--- src/rtl/cart_win_pkg.sv ---
package cart_win_pkg;
  // Decoded meaning of a window offset
  typedef enum logic [2:0] {
    OFS_PLAIN,
    OFS_MARK,
    OFS_CHAN,
    OFS_KEY,
    OFS_EXIT
  } ofs_kind_t;
endpackage

--- src/rtl/cart_wr_sync.sv ---
module cart_wr_sync #(
  parameter int STAGES = 2
) (
  input  logic clk,
  input  logic rst,
  input  logic we_n,
  input  logic rom_sel_n,
  output logic wr_evt
);
  logic [STAGES:0]   we_sh;
  logic [STAGES-1:0] sel_sh;

  always_ff @(posedge clk) begin
    if (rst) begin
      we_sh  <= '1;
      sel_sh <= '1;
    end else begin
      we_sh  <= {we_sh[STAGES-1:0], we_n};
      sel_sh <= {sel_sh[STAGES-2:0], rom_sel_n};
    end
  end

  // falling edge of the synchronised strobe while the window is selected
  assign wr_evt = we_sh[STAGES] & ~we_sh[STAGES-1] & ~sel_sh[STAGES-1];
endmodule

--- src/rtl/cart_unlock.sv ---
module cart_unlock #(
  parameter int              KEY_LEN = 4,
  parameter logic [8*KEY_LEN-1:0] KEY = 32'h55AAC301
) (
  input  logic       clk,
  input  logic       rst,
  input  logic       wr_evt,
  input  logic       at_key,
  input  logic       at_exit,
  input  logic [7:0] data,
  output logic       sel_mode
);
  localparam int CNT_W = $clog2(KEY_LEN + 1);
  localparam logic [CNT_W-1:0] OPEN = CNT_W'(KEY_LEN);

  logic [CNT_W-1:0] step;
  logic [7:0]       want;

  always_comb begin
    want = '0;
    for (int i = 0; i < KEY_LEN; i++)
      if (step == CNT_W'(i)) want = KEY[(KEY_LEN-1-i)*8 +: 8];
  end

  always_ff @(posedge clk) begin
    if (rst) begin
      step <= '0;
    end else if (wr_evt) begin
      if (step == OPEN) begin
        if (at_exit) step <= '0;
      end else if (at_key) begin
        if (data == want) step <= step + 1'b1;
        else              step <= '0;
      end
    end
  end

  assign sel_mode = (step == OPEN);
endmodule

--- src/rtl/cart_bank_reg.sv ---
module cart_bank_reg #(
  parameter int BANK_W = 6
) (
  input  logic              clk,
  input  logic              rst,
  input  logic              load,
  input  logic [BANK_W-1:0] bank_bits,
  input  logic [BANK_W-1:0] bank_mask,
  output logic [BANK_W-1:0] bank
);
  always_ff @(posedge clk) begin
    if (rst)       bank <= '0;
    else if (load) bank <= bank_bits & bank_mask;
  end
endmodule

--- src/rtl/cart_sel_chan.sv ---
module cart_sel_chan (
  input  logic       clk,
  input  logic       rst,
  input  logic       byte_wr,
  input  logic       mark_wr,
  input  logic [7:0] payload,
  output logic       mcu_irq,
  output logic       mcu_mark,
  output logic [7:0] mcu_byte
);
  always_ff @(posedge clk) begin
    if (rst) begin
      mcu_irq  <= 1'b0;
      mcu_mark <= 1'b0;
      mcu_byte <= '0;
    end else begin
      mcu_irq  <= byte_wr;
      mcu_mark <= mark_wr;
      if (byte_wr) mcu_byte <= payload;
    end
  end
endmodule

--- src/rtl/cart_window_decoder.sv ---
module cart_window_decoder
  import cart_win_pkg::*;
#(
  parameter int                BANK_W    = 6,
  parameter int                ADDR_W    = 13,
  parameter int                SYNC_W    = 2,
  parameter int                KEY_LEN   = 4,
  parameter logic [8*KEY_LEN-1:0] KEY    = 32'h55AAC301,
  parameter logic [ADDR_W-1:0] KEY_OFS   = 13'h1002,
  parameter logic [ADDR_W-1:0] EXIT_OFS  = 13'h1FFE,
  parameter logic [ADDR_W-1:0] MARK_OFS  = 13'h0000,
  parameter logic [ADDR_W-9:0] CHAN_PAGE = 5'h10
) (
  input  logic              clk,
  input  logic              rst,
  input  logic              rom_sel_n,
  input  logic              we_n,
  input  logic [ADDR_W-1:0] addr,
  input  logic [7:0]        data,
  input  logic [BANK_W-1:0] bank_mask,
  output logic [BANK_W-1:0] bank,
  output logic              sel_mode,
  output logic              mcu_irq,
  output logic              mcu_mark,
  output logic [7:0]        mcu_byte
);
  logic      wr_evt;
  ofs_kind_t kind;

  always_comb begin
    if      (addr == KEY_OFS)                kind = OFS_KEY;
    else if (addr == EXIT_OFS)               kind = OFS_EXIT;
    else if (addr == MARK_OFS)               kind = OFS_MARK;
    else if (addr[ADDR_W-1:8] == CHAN_PAGE)  kind = OFS_CHAN;
    else                                     kind = OFS_PLAIN;
  end

  cart_wr_sync #(.STAGES(SYNC_W)) u_sync (
    .clk(clk), .rst(rst), .we_n(we_n), .rom_sel_n(rom_sel_n), .wr_evt(wr_evt)
  );

  cart_unlock #(.KEY_LEN(KEY_LEN), .KEY(KEY)) u_unlock (
    .clk(clk), .rst(rst), .wr_evt(wr_evt),
    .at_key(kind == OFS_KEY), .at_exit(kind == OFS_EXIT),
    .data(data), .sel_mode(sel_mode)
  );

  cart_bank_reg #(.BANK_W(BANK_W)) u_bank (
    .clk(clk), .rst(rst), .load(wr_evt & ~sel_mode),
    .bank_bits(addr[BANK_W:1]), .bank_mask(bank_mask), .bank(bank)
  );

  cart_sel_chan u_chan (
    .clk(clk), .rst(rst),
    .byte_wr(wr_evt & sel_mode & (kind == OFS_CHAN)),
    .mark_wr(wr_evt & sel_mode & (kind == OFS_MARK)),
    .payload(addr[7:0]),
    .mcu_irq(mcu_irq), .mcu_mark(mcu_mark), .mcu_byte(mcu_byte)
  );
endmodule

--- config.mk ---
export PLATFORM = sky130hd
export DESIGN_NAME = cart_window_decoder
export DESIGN_NICKNAME = d
export VERILOG_FILES = /design/src/rtl/cart_win_pkg.sv /design/src/rtl/cart_wr_sync.sv /design/src/rtl/cart_unlock.sv /design/src/rtl/cart_bank_reg.sv /design/src/rtl/cart_sel_chan.sv /design/src/rtl/cart_window_decoder.sv
export SDC_FILE = /design/constraint.sdc
export NUM_CORES = 1
export LEC_CHECK = 0
export ABC_AREA = 1
export BUFFER_PORTS_ARGS = -buffer_cell sky130_fd_sc_hd__buf_2
export CAP_MARGIN = 0
export CORE_MARGIN = 2
export CORE_UTILIZATION = 35
export CTS_BUF_LIST = sky130_fd_sc_hd__clkbuf_4
export CTS_CLUSTER_SIZE = 12
export DETAILED_ROUTE_END_ITERATION = 6
export SLEW_MARGIN = 20
export SYNTH_ARGS = -nofsm -noshare
export SYNTH_HDL_FRONTEND = slang
export SYNTH_HIERARCHICAL = 1
export SYNTH_SLANG_ARGS = --single-unit
--- constraint.sdc ---
create_clock -name clk -period 2 [get_ports clk]
set_clock_uncertainty 0.1 [all_clocks]
set_input_delay 0.3 -clock clk [delete_from_list [all_inputs] [get_ports clk]]
set_output_delay 0.3 -clock clk [all_outputs]
set_load 0.05 [all_outputs]
==> impl_metrics.py <==
metrics = {
    "synthesis": {
        "synth_cell_types": 18,
        "yosys.area.top_type": "dfxtp_1",
        "syn_nets": 242,
        "syn-cell-area_mm2": 0.00133,
        "yosysTopAreaCellShare": 0.362,
        "syn_inst": 206,
        "synth_top_family_by_area": "simple AND/OR/NAND/NOR gates",
        "synthSimpleGateAreaFrac": 0.393,
        "avgSynthCellArea_um2": 6.44,
        "synthTopCellsByArea": "dfxtp_1 (36%), nand2_1 (13%), nor2_1 (12%)",
        "synthAdderAreaFrac": 0.0471,
        "yosysSeqAreaShare": 0.362,
        "synth-xor-area-share": 0,
        "synth_seq_cells": 24,
        "synth_compound_area_frac": 0.0792,
        "synth_mux_area_frac": 0,
        "yosysWarnings": 6,
    },
    "drt": {
        "dr.pass1.iters": 4,
        "vias": 1294,
        "via_per_inst": 4.23,
        "drc": 0,
        "drt.antenna.violating_nets": 0,
        "wl_per_cell_um": 9.54,
        "drt_iter0_markers": 24,
        "wl_um": 2920,
    },
    "worst_setup_path": {
        "critPathArrivalTime_ns": 1.44,
        "cpPeakStageDelay_ns": 0.42,
        "cp_top_family": "flip-flops",
        "crit_required_ns": 1.60,
        "r2r-start": "u_unlock/step[0]",
        "worstPathCellList": "inv_1 -> ha_4 -> nand2_2 -> clkinvlp_4 -> buf_2",
        "r2r_cells": 12,
        "path_buf_inv": 3,
        "slowest_stage": "dfxtp_1",
        "path_class": "reg -> out",
        "r2r-end": "u_chan/mcu_byte[5]",
        "regToRegSetupSlack_ns": 0.27,
        "cp-start-kind": "register",
        "cp-end-kind": "primary output",
        "critical_path.max_fanout": 4,
    },
    "min_path": {
        "hold-path-endpoint": "u_sync/we_sh[0]",
        "min-delay-start": "we_n",
        "hold_path.class": "in -> reg",
        "hold_path_depth": 2,
    },
    "floorplanning": {
        "ioPinCount": 48,
        "die_area_mm2": 0.00430,
        "coreArea_mm2": 0.00366,
        "start_util": 0.363,
        "dieHeight_um": 65.6,
        "die_x_um": 65.6,
        "rows": 22,
    },
    "final_layout": {
        "nFillCells": 395,
        "drive_gt1_frac": 0.298,
        "n_antenna_cell": 0,
        "final_cell_area_mm2": 0.00170,
        "area_growth_pct": 28.2,
        "final_core_utilization": 0.465,
        "fin_cells": 306,
        "nets": 295,
    },
    "clock_network": {
        "cts.sink_count": 24,
        "htree_levels": 1,
        "cts-root-buf": "clkbuf_4",
        "worstSkewPairLatency_ns": 0.32,
        "post-cts-setup-buffers": 0,
        "cts.path.max_buffers": 2,
        "cts.clk_slew.worst_paths_ns": 0.14,
        "cts_made_buffers": 3,
        "cts_tree": "done",
    },
    "place": {
        "io_buffers": 47,
        "place_congestion": 0.753,
        "dpl.hpwl_um": 2300,
        "dpl.cell_count": 301,
        "place_ws_ns": 0.151,
        "placed_area_mm2": 0.00162,
    },
    "global_routing": {
        "grt_max_degree": 18,
        "grt_pass1_vias": 1172,
        "grt_pass1_wl_um": 4840,
        "grt_antenna_before_repair": 0,
        "grt_usage": 0.144,
        "overflow": 0,
    },
    "run": {
        "maxCapViolCount": 0,
    },
    "timing": {
        "fmax_ghz": 0.545,
        "finalHoldViolCount": 0,
        "final.setup.tns_ns": 0,
        "period_minus_slack_ns": 1.84,
        "rsz0062_at_grt": "false",
        "min_period_over_period": 0.918,
        "setup_violations": 0,
        "slew_violations": 0,
        "worst_slew_pin_slew_ns": 0.314,
        "slew_headroom": 0.790,
        "setup_ws_ns": 0.165,
        "whs_ns": 0.0565,
    },
    "pwr": {
        "peakVddDrop_v": 0.000403,
        "p_total_mw": 0.942,
        "p_per_area_mw_per_mm2": 553,
        "leakage_nw": 0.892,
    },
    "status": {
        "outcome": "finished clean",
    },
}
==> per-layer routing <==
metal | track usage | part of all wire | vias to the layer above
li1 | - | - | 731
met1 | 0.180 | 0.50 | 529
met2 | 0.245 | 0.44 | 32
met3 | 0.0342 | 0.051 | 2
met4 | 0.0469 | 0.0069 | 0
met5 | 0 | 0 | -
==> registers in the layout (all words and copies together), names as in the netlist <==
register	count
u_bank/bank	6
u_chan/mcu_byte	8
u_chan/mcu_irq	1
u_chan/mcu_mark	1
u_sync/sel_sh	2
u_sync/we_sh	3
u_unlock/step	3
==> worst register-to-register path, cell delays in order (launching register included) <==
cell,delay [ns]
dfxtp_1,0.38
inv_2,0.12
ha_4,0.16
nand2_2,0.08
clkinvlp_4,0.10
nand2_1,0.06
inv_2,0.06
nand4_1,0.10
a21oi_2,0.18
buf_6,0.15
nand2_1,0.06
nand2_1,0.05
nor2_1,0.04
==> cells by family (layout without fill, tap and decap cells) <==
family | after synthesis | count (layout)
and+or+nand+nor | 120 | 120
adders and majority gates | 5 | 5
buffers and inverters | 38 | 90
DFF | 24 | 24
AOI/OAI and AO/OA | 19 | 19
==> cell usage after synthesis <==
library cell  instances
nor2_2                8
inv_1                31
nor3_1                1
nor2_1               43
nand2_1              45
o21bai_1              1
a21oi_1              10
nand3b_1              1
nand3_1               7
dfxtp_1              24
ha_1                  5
o21ai_0               6
inv_2                 5
nand4_1               6
buf_6                 2
o21ai_2               2
or2_1                 6
nand2_2               3
==> worst max-delay path by stage <==
stage,startpoint,end,slack (ns),cells past startpoint
after floorplan,u_unlock/step[0],u_chan/mcu_byte[6],0.02,12
after detailed placement,u_unlock/step[0],u_chan/mcu_byte[7],0.15,12
after global routing,u_unlock/step[2],u_unlock/step[0],0.03,9
final,u_unlock/step[1],sel_mode,0.16,5
after global placement,u_unlock/step[0],u_chan/mcu_byte[3],0.19,12
after CTS,u_unlock/step[0],sel_mode,0.04,5
==> report_power, final <==
part           internal [mW]  switching, mW
clock network          0.202          0.155
registers              0.484        0.00164
logic                 0.0407         0.0577
==> layout make-up <==
class	instances	area, um^2	area share
inverter	36	139	0.0816
clock inverter	1	30.0	0.0176
timing repair buffer	50	262	0.154
sequential	24	480	0.282
tap	48	60.1	0.0353
multi-input combinational	144	708	0.416
clock buffer	3	22.5	0.0132
==> cells in the final DEF, fill, tap and decap left out <==
master | netlist | routed
a21oi_1 | 10 | 9
a21oi_2 | 0 | 1
buf_2 | 0 | 47
buf_4 | 0 | 2
buf_6 | 2 | 1
bufinv_16 | 0 | 1
clkbuf_4 | 0 | 3
clkinvlp_4 | 0 | 1
dfxtp_1 | 24 | 24
ha_1 | 5 | 4
ha_4 | 0 | 1
inv_1 | 31 | 29
inv_2 | 5 | 6
nand2_1 | 45 | 44
nand2_2 | 3 | 4
nand3_1 | 7 | 7
nand3b_1 | 1 | 1
nand4_1 | 6 | 6
nor2_1 | 43 | 43
nor2_2 | 8 | 8
nor3_1 | 1 | 1
o21ai_0 | 6 | 6
o21ai_2 | 2 | 2
o21bai_1 | 1 | 1
or2_1 | 6 | 6
==> timing repair <==
item,4_1_cts,5_1_grt
endpoints found under the setup margin,0,9
hold buffers,0,0
gates resized for setup,0,7
Note: power is estimated with default switching activity, not from simulation.
